## src/rtl/busrec_pkg.sv

```systemverilog
package busrec_pkg;

   typedef struct packed {
      logic scl_low;
      logic sda_low;
   } drive_t;

   // Number of pattern steps for a given dummy clock count:
   // idle-high, start, hold, release-sda, 2*n clock phases, idle-high, start, stop
   function automatic int unsigned step_total(input int unsigned n_clk);
      return 4 + 2 * n_clk + 3;
   endfunction

   // Line drive for step idx of the recovery pattern.
   function automatic drive_t step_drive(input int unsigned idx, input int unsigned n_clk);
      drive_t d;
      int unsigned last;
      last = step_total(n_clk) - 1;
      d.scl_low = 1'b0;
      d.sda_low = 1'b0;
      if (idx == 1) begin
         d.sda_low = 1'b1;                      // first start: SDA falls, SCL high
      end else if (idx == 2) begin
         d.scl_low = 1'b1;
         d.sda_low = 1'b1;                      // SCL falls, SDA still low
      end else if (idx == 3) begin
         d.scl_low = 1'b1;                      // SDA released under SCL low
      end else if (idx >= 4 && idx < 4 + 2 * n_clk) begin
         d.scl_low = idx[0];                    // odd steps: SCL low, even: high
      end else if (idx == last - 1) begin
         d.sda_low = 1'b1;                      // second start
      end
      return d;                                 // last step: stop, both released
   endfunction

endpackage

```

## src/rtl/busrec_divider.sv

```systemverilog
module busrec_divider #(
   parameter int unsigned DIV_W = 8
) (
   input  logic             clk,
   input  logic             rst_n,
   input  logic             run,
   input  logic [DIV_W-1:0] div_q,
   output logic             tick
);

   generate
      if (DIV_W < 1) begin : g_bad_width
         $error("busrec_divider: DIV_W must be at least 1");
      end
   endgenerate

   logic [DIV_W-1:0] cnt;

   assign tick = run && (cnt == div_q);

   always_ff @(posedge clk or negedge rst_n) begin
      if (!rst_n) begin
         cnt <= '0;
      end else if (!run || tick) begin
         cnt <= '0;
      end else begin
         cnt <= cnt + 1'b1;
      end
   end

   AST_CNT_BOUNDED: assert property (@(posedge clk) disable iff (!rst_n)
      run |-> (cnt <= div_q)) else $error("phase counter overran divider");

endmodule

```

## src/rtl/busrec_stepper.sv

```systemverilog
module busrec_stepper #(
   parameter int unsigned N_CLK  = 9,
   parameter int unsigned STEP_W = $clog2(busrec_pkg::step_total(N_CLK))
) (
   input  logic              clk,
   input  logic              rst_n,
   input  logic              start,
   input  logic              tick,
   output logic              busy,
   output logic [STEP_W-1:0] step,
   output logic              busy_nxt,
   output logic [STEP_W-1:0] step_nxt,
   output logic              done
);

   localparam int unsigned N_STEPS = busrec_pkg::step_total(N_CLK);
   localparam logic [STEP_W-1:0] LAST = STEP_W'(N_STEPS - 1);

   generate
      if ((1 << STEP_W) < N_STEPS) begin : g_bad_step_w
         $error("busrec_stepper: STEP_W too narrow for the pattern");
      end
   endgenerate

   logic finish;

   assign finish = busy && tick && (step == LAST);

   always_comb begin
      busy_nxt = busy;
      step_nxt = step;
      if (!busy) begin
         if (start) begin
            busy_nxt = 1'b1;
            step_nxt = '0;
         end
      end else if (tick) begin
         if (step == LAST) begin
            busy_nxt = 1'b0;
            step_nxt = '0;
         end else begin
            step_nxt = step + 1'b1;
         end
      end
   end

   always_ff @(posedge clk or negedge rst_n) begin
      if (!rst_n) begin
         busy <= 1'b0;
         step <= '0;
         done <= 1'b0;
      end else begin
         busy <= busy_nxt;
         step <= step_nxt;
         done <= finish;
      end
   end

   AST_STEP_HOLDS: assert property (@(posedge clk) disable iff (!rst_n)
      (busy && !tick) |=> $stable(step)) else $error("step moved without tick");

   AST_NO_RESTART: assert property (@(posedge clk) disable iff (!rst_n)
      (busy && $past(busy)) |-> (step >= $past(step))) else $error("sequence restarted");

   AST_DONE_AFTER_BUSY: assert property (@(posedge clk) disable iff (!rst_n)
      done |-> (!busy && $past(busy))) else $error("done out of place");

endmodule

```

## src/rtl/busrec_drive.sv

```systemverilog
module busrec_drive #(
   parameter int unsigned N_CLK  = 9,
   parameter int unsigned STEP_W = 5
) (
   input  logic              clk,
   input  logic              rst_n,
   input  logic              busy_nxt,
   input  logic [STEP_W-1:0] step_nxt,
   output logic              scl_low,
   output logic              sda_low
);

   import busrec_pkg::*;

   drive_t drv;

   always_ff @(posedge clk or negedge rst_n) begin
      if (!rst_n) begin
         drv <= '0;
      end else if (busy_nxt) begin
         drv <= step_drive(32'(step_nxt), N_CLK);
      end else begin
         drv <= '0;
      end
   end

   assign scl_low = drv.scl_low;
   assign sda_low = drv.sda_low;

   AST_NO_DUAL_EDGE: assert property (@(posedge clk) disable iff (!rst_n)
      (scl_low != $past(scl_low)) |-> (sda_low == $past(sda_low)))
      else $error("SCL and SDA moved together");

endmodule

```

## src/rtl/busrec_seq.sv

```systemverilog
module busrec_seq #(
   parameter int unsigned DIV_W = 8,
   parameter int unsigned N_CLK = 9
) (
   input  logic             clk,
   input  logic             rst_n,
   input  logic             go,
   input  logic [DIV_W-1:0] div_val,
   output logic             scl_low,
   output logic             sda_low,
   output logic             busy,
   output logic             done
);

   localparam int unsigned N_STEPS = busrec_pkg::step_total(N_CLK);
   localparam int unsigned STEP_W  = $clog2(N_STEPS);
   localparam logic [STEP_W-1:0] FIRST_START  = STEP_W'(1);
   localparam logic [STEP_W-1:0] SECOND_START = STEP_W'(N_STEPS - 2);
   localparam logic [STEP_W-1:0] STOP_STEP    = STEP_W'(N_STEPS - 1);

   generate
      if (N_CLK < 1) begin : g_bad_nclk
         $error("busrec_seq: N_CLK must be at least 1");
      end
      if (DIV_W < 1) begin : g_bad_divw
         $error("busrec_seq: DIV_W must be at least 1");
      end
   endgenerate

   logic              start;
   logic              tick;
   logic              busy_nxt;
   logic [STEP_W-1:0] step;
   logic [STEP_W-1:0] step_nxt;
   logic [DIV_W-1:0]  div_q;

   assign start = go && !busy;

   always_ff @(posedge clk or negedge rst_n) begin
      if (!rst_n) begin
         div_q <= '0;
      end else if (start) begin
         div_q <= div_val;
      end
   end

   busrec_divider #(.DIV_W(DIV_W)) u_div (
      .clk   (clk),
      .rst_n (rst_n),
      .run   (busy),
      .div_q (div_q),
      .tick  (tick)
   );

   busrec_stepper #(.N_CLK(N_CLK), .STEP_W(STEP_W)) u_step (
      .clk      (clk),
      .rst_n    (rst_n),
      .start    (start),
      .tick     (tick),
      .busy     (busy),
      .step     (step),
      .busy_nxt (busy_nxt),
      .step_nxt (step_nxt),
      .done     (done)
   );

   busrec_drive #(.N_CLK(N_CLK), .STEP_W(STEP_W)) u_drv (
      .clk      (clk),
      .rst_n    (rst_n),
      .busy_nxt (busy_nxt),
      .step_nxt (step_nxt),
      .scl_low  (scl_low),
      .sda_low  (sda_low)
   );

   AST_IDLE_RELEASED: assert property (@(posedge clk) disable iff (!rst_n)
      !busy |-> (!scl_low && !sda_low)) else $error("line driven while idle");

   AST_START_FROM_IDLE: assert property (@(posedge clk) disable iff (!rst_n)
      $rose(busy) |-> (!scl_low && !sda_low)) else $error("first phase not released");

   AST_SDA_ONLY_AT_COND: assert property (@(posedge clk) disable iff (!rst_n)
      (!scl_low && !$past(scl_low) && (sda_low != $past(sda_low))) |->
      (busy && (step == FIRST_START || step == SECOND_START || step == STOP_STEP)))
      else $error("SDA moved under high SCL outside start/stop");

   AST_DONE_SINGLE: assert property (@(posedge clk) disable iff (!rst_n)
      done |=> !done) else $error("done longer than one cycle");

endmodule

```

## config.mk

```make
export PLATFORM = sky130hd
export DESIGN_NAME = busrec_seq
export DESIGN_NICKNAME = d
export VERILOG_FILES = /design/src/rtl/busrec_pkg.sv /design/src/rtl/busrec_divider.sv /design/src/rtl/busrec_stepper.sv /design/src/rtl/busrec_drive.sv /design/src/rtl/busrec_seq.sv
export SDC_FILE = /design/constraint.sdc
export NUM_CORES = 1
export LEC_CHECK = 0
export CORE_MARGIN = 3
export CORE_UTILIZATION = 55
export DETAILED_ROUTE_END_ITERATION = 10
export DONT_BUFFER_PORTS = 1
export GPL_TIMING_DRIVEN = 0
export PLACE_DENSITY = 0.81
export SYNTH_ARGS = -nofsm -noshare
export SYNTH_HDL_FRONTEND = slang
export SYNTH_SLANG_ARGS = --single-unit
```

## constraint.sdc

```tcl
create_clock -name clk -period 3.4 [get_ports clk]
set_input_delay 0.51 -clock clk [delete_from_list [all_inputs] [get_ports clk]]
set_output_delay 0.51 -clock clk [all_outputs]
set_load 0.05 [all_outputs]
```

==> results of run 1 <==
==> final timing paths <==
check,startpoint,end,cells past startpoint
min,div_val[0],div_q[0]$_DFFE_PN0P_,1
max,u_step.busy$_DFF_PN0_,u_drv.sda_low$_DFF_PN0_,6
max in group asynchronous,rst_n,u_drv.scl_low$_DFF_PN0_,1
min reg2reg,div_q[7]$_DFFE_PN0P_,div_q[7]$_DFFE_PN0P_,1
max reg2reg,u_step.busy$_DFF_PN0_,u_drv.sda_low$_DFF_PN0_,6
min in group asynchronous,rst_n,u_div.cnt[1]$_DFF_PN0_,1
==> final cells by class <==
class / count / area, um^2
fill: 197 / 842
multi-input combinational: 85 / 652
sequential: 25 / 626
inverter: 9 / 36.3
tap: 28 / 35.0
buffer: 3 / 26.3
clock buffer: 3 / 22.5
timing repair buffer: 1 / 10.0
clock inverter: 1 / 5.00
==> flip-flops by register name (all words and copies together) (netlist names) <==
name,cells
u_div.cnt,8
u_step.step,5
u_drv.scl_low,1
u_drv.sda_low,1
u_step.busy,1
div_q,8
u_step.done,1
==> cells in the mapped netlist, types with 2 or more instances <==
cell	number
and2_1	2
xnor2_1	9
buf_6	2
a211oi_1	2
nor2_1	12
nand4_1	2
inv_1	7
nand3_1	9
xor2_1	5
a31oi_1	2
mux2_2	3
nor4_1	2
ha_1	3
nand2_1	4
nand4b_1	2
and4_1	2
dfrtp_1	25
mux2_1	5
==> cells by family after synthesis <==
kind of cell,count (synthesis)
buf+inv,12
xor+xnor,15
simple gates,44
mux,9
flops,25
compound gates,14
fa+ha+maj,3
==> critical path: cells and delay by family (launching register included) <==
kind	cells	cell delay, ns
AO/OA/AOI/OAI	1	0.21
buffers and inverters	1	0.11
flip-flops	1	0.86
AND/OR/NAND/NOR	4	1.18
==> through the flow <==
stage / power [mW] / std cells / util / worst slack (ns) / cell area [um^2]
after floorplan: 0.768 / 122 / - / 1.21 / 1340
after global placement: 0.820 / 150 / 0.610 / 1.01 / 1380
after detailed placement: 0.840 / 150 / 0.610 / 0.992 / 1380
after CTS: 0.977 / 155 / 0.627 / 0.953 / 1410
after global routing: 1.05 / 155 / 0.627 / 0.778 / 1410
final: 0.967 / 155 / 0.627 / 0.956 / 1410
==> per-layer routing <==
layer | vias to the layer above | track usage
met4 | 0 | 0.0660
met2 | 21 | 0.277
li1 | 437 | -
met1 | 430 | 0.236
met3 | 6 | 0.0514
met5 | - | 0
==> repair_timing <==
item,4_1_cts,5_1_grt
hold buffers,1,0
endpoints found under the hold margin,25,0
setup endpoints to repair,0,0
==> power by group <==
part	switching [mW]	leakage (nW)	internal, mW
clock	0.0839	0.0177	0.0440
combinational	0.174	0.306	0.168
sequential	0.123	0.312	0.374
==> results.yml, run 1 <==
routing:
  drt_iter0_markers: 15
  viasPerCell: 5.77
  route.met3.wl_um: 125
  first_pass_iters: 4
  drt_wl_total_mm: 2.45
  drtAntennaViolNets: 0
  routed.top_layer: "met4"
  vias: 894
  m1WireLength_mm: 1.13
  drc: 0
  met2_length_mm: 1.15
  avgRoutedWirePerCell_um: 15.8
timing:
  final-hold-violation-count: 0
  setup_violations: 0
  slew_headroom: 0.273
  tightest_slew_ns: 1.09
  drv_slew: 0
  fmax_mhz: 409
  rsz0062_at_grt: "false"
  whs_ns: 0.323
  skew_ns: 0.00320
  finalCritPeriodShare: 0.719
  period_minus_slack_ns: 2.44
  fin_setup_tns_ns: 0
synthesis:
  synth_area_um2: 1340
  syn-num-nets: 136
  avgSynthCellArea_um2: 11.0
  ys_ff_latch: 25
  synth-edff-count: 0
  netlist_instances: 122
  synth-compound-area-share: 0.0971
  yosys-top-cells-area: "dfrtp_1 (47%), xnor2_1 (5.9%), mux2_1 (4.2%)"
  synth-seq-area-share: 0.467
  synth_xor_area_frac: 0.104
  synth-adder-area-share: 0.0280
  yosysWarnings: 0
  synth_top_family_by_area: "simple AND/OR/NAND/NOR gates"
  yosys.area.top_type_share: 0.467
  synth-simple-area-share: 0.183
  ys_async_sr_fraction: 1.00
  yosysUniqueCellTypes: 42
  dominantRegCellSynth: "dfrtp_1"
  synth.area.mux_share: 0.0747
  yosysTopAreaCell: "dfrtp_1"
clock_network:
  cts.clk_slew.worst_paths_ns: 0.13
  cts_tree: "done"
  htreeDepth: 1
  cts_setup_buffers: 0
  cts_buffer_depth: 2
  post_cts_resized: 0
  numCtsBuffers: 3
  clk_latency_ns: 0.31
  cts-root-buf: "clkbuf_4"
  numClockSinks: 25
setup_path:
  slowest_delay_ns: 0.86
  worstPathArrival_ns: 2.68
  crit_fanout: 9
  cpMaxStageDelayCell: "dfrtp_1"
  rrSetupSlack_ns: 0.96
  crit_type: "reg2reg"
  worstPathRequired_ns: 3.64
  end_kind: "flip-flop"
  critPathLaunchType: "flip-flop"
  cp_cell_sequence: "inv_4, nor3_2, nand4b_1, and2_4, or4_4, a211oi_2"
cells_and_area:
  areaGrowthSynthToFinish_pct: 5.42
  drive_above_1_share: 0.173
  nets: 142
  layout_commonest_cell: "dfrtp_1"
  final_cell_mix: "dfrtp_1 (25), nor2_1 (12), xnor2_1 (9), nand3_1 (9), inv_1 (7)"
  n_antenna_cell: 0
power:
  p_leak_nw: 0.635
  peakVddDrop_mv: 0.526
  p_per_area_nw_per_um2: 684
floorplan:
  core_um2: 2250
  fp.dieH_um: 55.4
  initial_core_util: 0.594
  row_count: 17
  die_area_um2: 3060
  io_pins: 15
  die_w_um: 55.4
placement:
  dp_hpwl_mm: 1.90
  io_buffers: 0
  routabilityCongestion: 0.847
global_route:
  antenna_found_initial: 0
  grt_max_degree: 26
  grt_overflow: 0
  grt_pass1_wl_mm: 4.43
  grt_pass1_vias: 917
  grtUsageTotal: 0.178
worst_hold_path:
  min_path_type: "in2reg"
outcome:
  status: "completed"
job:
  drv_cap: 0
Note: power is estimated with default switching activity, not from simulation.
==> run 2, diff against run 1 <==
--- a/config.mk
+++ b/config.mk
@@ -5,12 +5,13 @@
 export SDC_FILE = /design/constraint.sdc
 export NUM_CORES = 1
 export LEC_CHECK = 0
+export ABC_AREA = 1
 export CORE_MARGIN = 3
 export CORE_UTILIZATION = 55
 export DETAILED_ROUTE_END_ITERATION = 10
 export DONT_BUFFER_PORTS = 1
 export GPL_TIMING_DRIVEN = 0
-export PLACE_DENSITY = 0.81
+export PLACE_DENSITY = 0.84
 export SYNTH_ARGS = -nofsm -noshare
 export SYNTH_HDL_FRONTEND = slang
 export SYNTH_SLANG_ARGS = --single-unit
==> constraint.sdc (replaced) <==
create_clock -name clk -period 2.09 [get_ports clk]
set_input_delay 0.3135 -clock clk [delete_from_list [all_inputs] [get_ports clk]]
set_output_delay 0.3135 -clock clk [all_outputs]
set_load 0.05 [all_outputs]
==> run 2 against run 1 <==
Effect of this change:
- global-route usage grew 1.5 points
- clock power up 73%
- combinational power up 130%
- worst hold slack worse by 0.22 ns
- critical endpoint unchanged
==> results.yml, run 2 <==
synthesis:
  yosys.area.top_type_share: 0.416
  synth.area.mux_share: 0
  synth_xor_area_frac: 0.0291
  synth-simple-area-share: 0.352
  synth.cells.most_frequent: "nand2_1 (54), inv_1 (33), dfrtp_1 (25)"
  synth-adder-area-share: 0.0250
  avgSynthCellArea_um2: 7.37
  syn-num-nets: 218
  ys_ff_latch: 25
  synth-edff-count: 0
  synth-seq-area-share: 0.416
  dominantRegCellSynth: "dfrtp_1"
  yosys-top-cells-area: "dfrtp_1 (42%), nand2_1 (13%), inv_1 (8.2%)"
  ys_async_sr_fraction: 1.00
  yosysUniqueCellTypes: 25
  netlist_instances: 204
  synth-compound-area-share: 0.0699
  synth_most_common_cell: "nand2_1"
  synth_area_um2: 1500
  synth_top_family_by_area: "simple AND/OR/NAND/NOR gates"
  yosysTopAreaCell: "dfrtp_1"
  yosysWarnings: 0
clock_network:
  htreeDepth: 1
  clk_latency_ns: 0.32
  numCtsBuffers: 3
  cts_setup_buffers: 0
  cts.clk_slew.worst_paths_ns: 0.14
  cts_buffer_depth: 2
  cts_tree: "done"
  cts-root-buf: "clkbuf_4"
  numClockSinks: 25
timing:
  final-hold-violation-count: 0
  slew_headroom: 0.680
  rsz0062_at_grt: "false"
  drv_slew: 0
  tightest_slew_ns: 0.480
  fmax_mhz: 535
  setup_violations: 0
  skew_ns: 0.00534
  fin_setup_tns_ns: 0
  period_minus_slack_ns: 1.87
  finalCritPeriodShare: 0.894
cells_and_area:
  areaGrowthSynthToFinish_pct: 6.74
  fillers: 226
  largestRegisters: "div_q x8, u_div.cnt x8, u_step.step x5"
  regArea_um2: 626
  fin_util: 0.630
  drive_above_1_share: 0.157
  final_cell_mix: "nand2_1 (54), inv_1 (33), dfrtp_1 (25)"
  multi_input_area_um2: 723
  layout_commonest_cell: "nand2_1"
  n_antenna_cell: 0
  nets: 225
global_route:
  grt_pass1_vias: 1122
  grt_max_degree: 26
  grt_overflow: 0
  grt_pass1_wl_mm: 4.95
  antenna_found_initial: 0
  grtUsageTotal: 0.193
floorplan:
  core_um2: 2540
  fp.dieH_um: 58.3
  initial_core_util: 0.590
  row_count: 18
  die_w_um: 58.3
  die_area_um2: 3400
  io_pins: 15
placement:
  io_buffers: 0
  dp_hpwl_mm: 2.17
  routabilityCongestion: 0.847
setup_path:
  crit_fanout: 8
  worst_r2r_endpoint: "u_drv.sda_low$_DFF_PN0_"
  crit-reg2reg-launch: "u_step.busy$_DFF_PN0_"
  rrSetupSlack_ns: 0.22
  worstPathRequired_ns: 2.35
  critPathLaunchType: "flip-flop"
  worstPathArrival_ns: 2.13
  end_kind: "flip-flop"
  reg2regPathDepth: 9
  crit_type: "reg2reg"
routing:
  drt_wl_total_mm: 2.82
  drc: 0
  drtAntennaViolNets: 0
  vias: 1208
  viasPerCell: 5.03
  route.met3.wl_um: 106
  drt_iter0_markers: 50
  routed.top_layer: "met4"
  m1WireLength_mm: 1.32
  met2_length_mm: 1.34
  first_pass_iters: 5
  avgRoutedWirePerCell_um: 11.7
worst_hold_path:
  min_path_cells: 2
  min_path_type: "in2reg"
  min_from: "div_val[2]"
  holdPathEnd: "div_q[2]$_DFFE_PN0P_"
power:
  peakVddDrop_mv: 0.780
  power.internal_mw: 1.02
  total_power_mw: 1.84
  clockPowerShare: 0.120
  power_switching_share: 0.449
  netSwitchingPower_mw: 0.828
  combinationalPowerShare: 0.418
  p_per_area_nw_per_um2: 1150
  p_leak_nw: 0.840
  pwr-share-seq: 0.462
job:
  drv_cap: 0
outcome:
  status: "completed"
==> run 2: cell count changes in the layout (fill, tap and decap cells not counted), moves of 6 or more <==
cell     before  now
xnor2_1       9    3
inv_1         7   33
nand2_1       4   54
nand2_2       0    9
o21ai_0       0   10
==> run 2: logic make-up after synthesis <==
kind of cell / Yosys count
xor gates and xnor gates: 5
adders and majority gates: 3
buffers and inverters: 42
and+or+nand+nor: 111
AOI/OAI and AO/OA: 18
DFF: 25
==> run 2: layout make-up <==
class / count / share of cell area
well taps: 30 / 0.0234
inverters: 40 / 0.0936
repair buffers: 2 / 0.0187
flip-flops and latches: 25 / 0.390
plain buffers: 2 / 0.00702
multi-input cells: 137 / 0.451
clock buffers: 4 / 0.0164
==> run 2: stage by stage <==
step | hold slack [ns] | instance area, um^2 | setup WS (ns) | instances
6_report | 0.107 | 1600 | 0.222 | 240
5_1_grt | 0.0875 | 1600 | 0.0604 | 240
4_1_cts | 0.104 | 1600 | 0.128 | 240
3_5_place_dp | 0.0185 | 1540 | -0.0534 | 234
3_3_place_gp | 0.0185 | 1540 | -0.0600 | 234
2_1_floorplan | 0.0179 | 1500 | 0.340 | 204
==> run 2: what timing repair did <==
item	CTS	global route
resized for setup	1	1
hold buffers	2	0
hold endpoints to repair	25	0
endpoints found under the setup margin	10	4
pin swaps	0	0
==> run 2: metal layers <==
| layer | global-route usage | up-vias |
|---|---|---|
| met4 | 0.0795 | 0 |
| met5 | 0 | - |
| met1 | 0.253 | 549 |
| met2 | 0.321 | 21 |
| met3 | 0.0245 | 4 |
| li1 | - | 634 |
==> run 2: worst max-delay path by stage <==
stage	start	end	cells past startpoint
2_1_floorplan	u_step.busy$_DFF_PN0_	u_drv.sda_low$_DFF_PN0_	8
3_3_place_gp	u_step.busy$_DFF_PN0_	u_drv.scl_low$_DFF_PN0_	8
3_5_place_dp	u_step.busy$_DFF_PN0_	div_q[6]$_DFFE_PN0P_	4
4_1_cts	u_step.busy$_DFF_PN0_	div_q[6]$_DFFE_PN0P_	4
5_1_grt	u_step.busy$_DFF_PN0_	u_drv.sda_low$_DFF_PN0_	9
6_report	u_step.busy$_DFF_PN0_	u_drv.sda_low$_DFF_PN0_	9
==> run 2: worst max-delay path: stages (launching register included) <==
cell and delay, ns:
dfrtp_1 0.67, buf_4 0.28, inv_1 0.09, nor2_4 0.13, nand2_1 0.10, nand2_1 0.07
nand2_1 0.06, nor2_1 0.11, nand4_1 0.12, a21oi_1 0.16
==> run 2: power by group through the flow <==
stage | registers [mW] | logic, mW | clock network, mW
2_1_floorplan | 0.831 | 0.644 | 0
3_3_place_gp | 0.857 | 0.725 | 0
3_5_place_dp | 0.865 | 0.757 | 0
4_1_cts | 0.853 | 0.777 | 0.224
5_1_grt | 0.880 | 0.897 | 0.254
6_report | 0.853 | 0.770 | 0.221
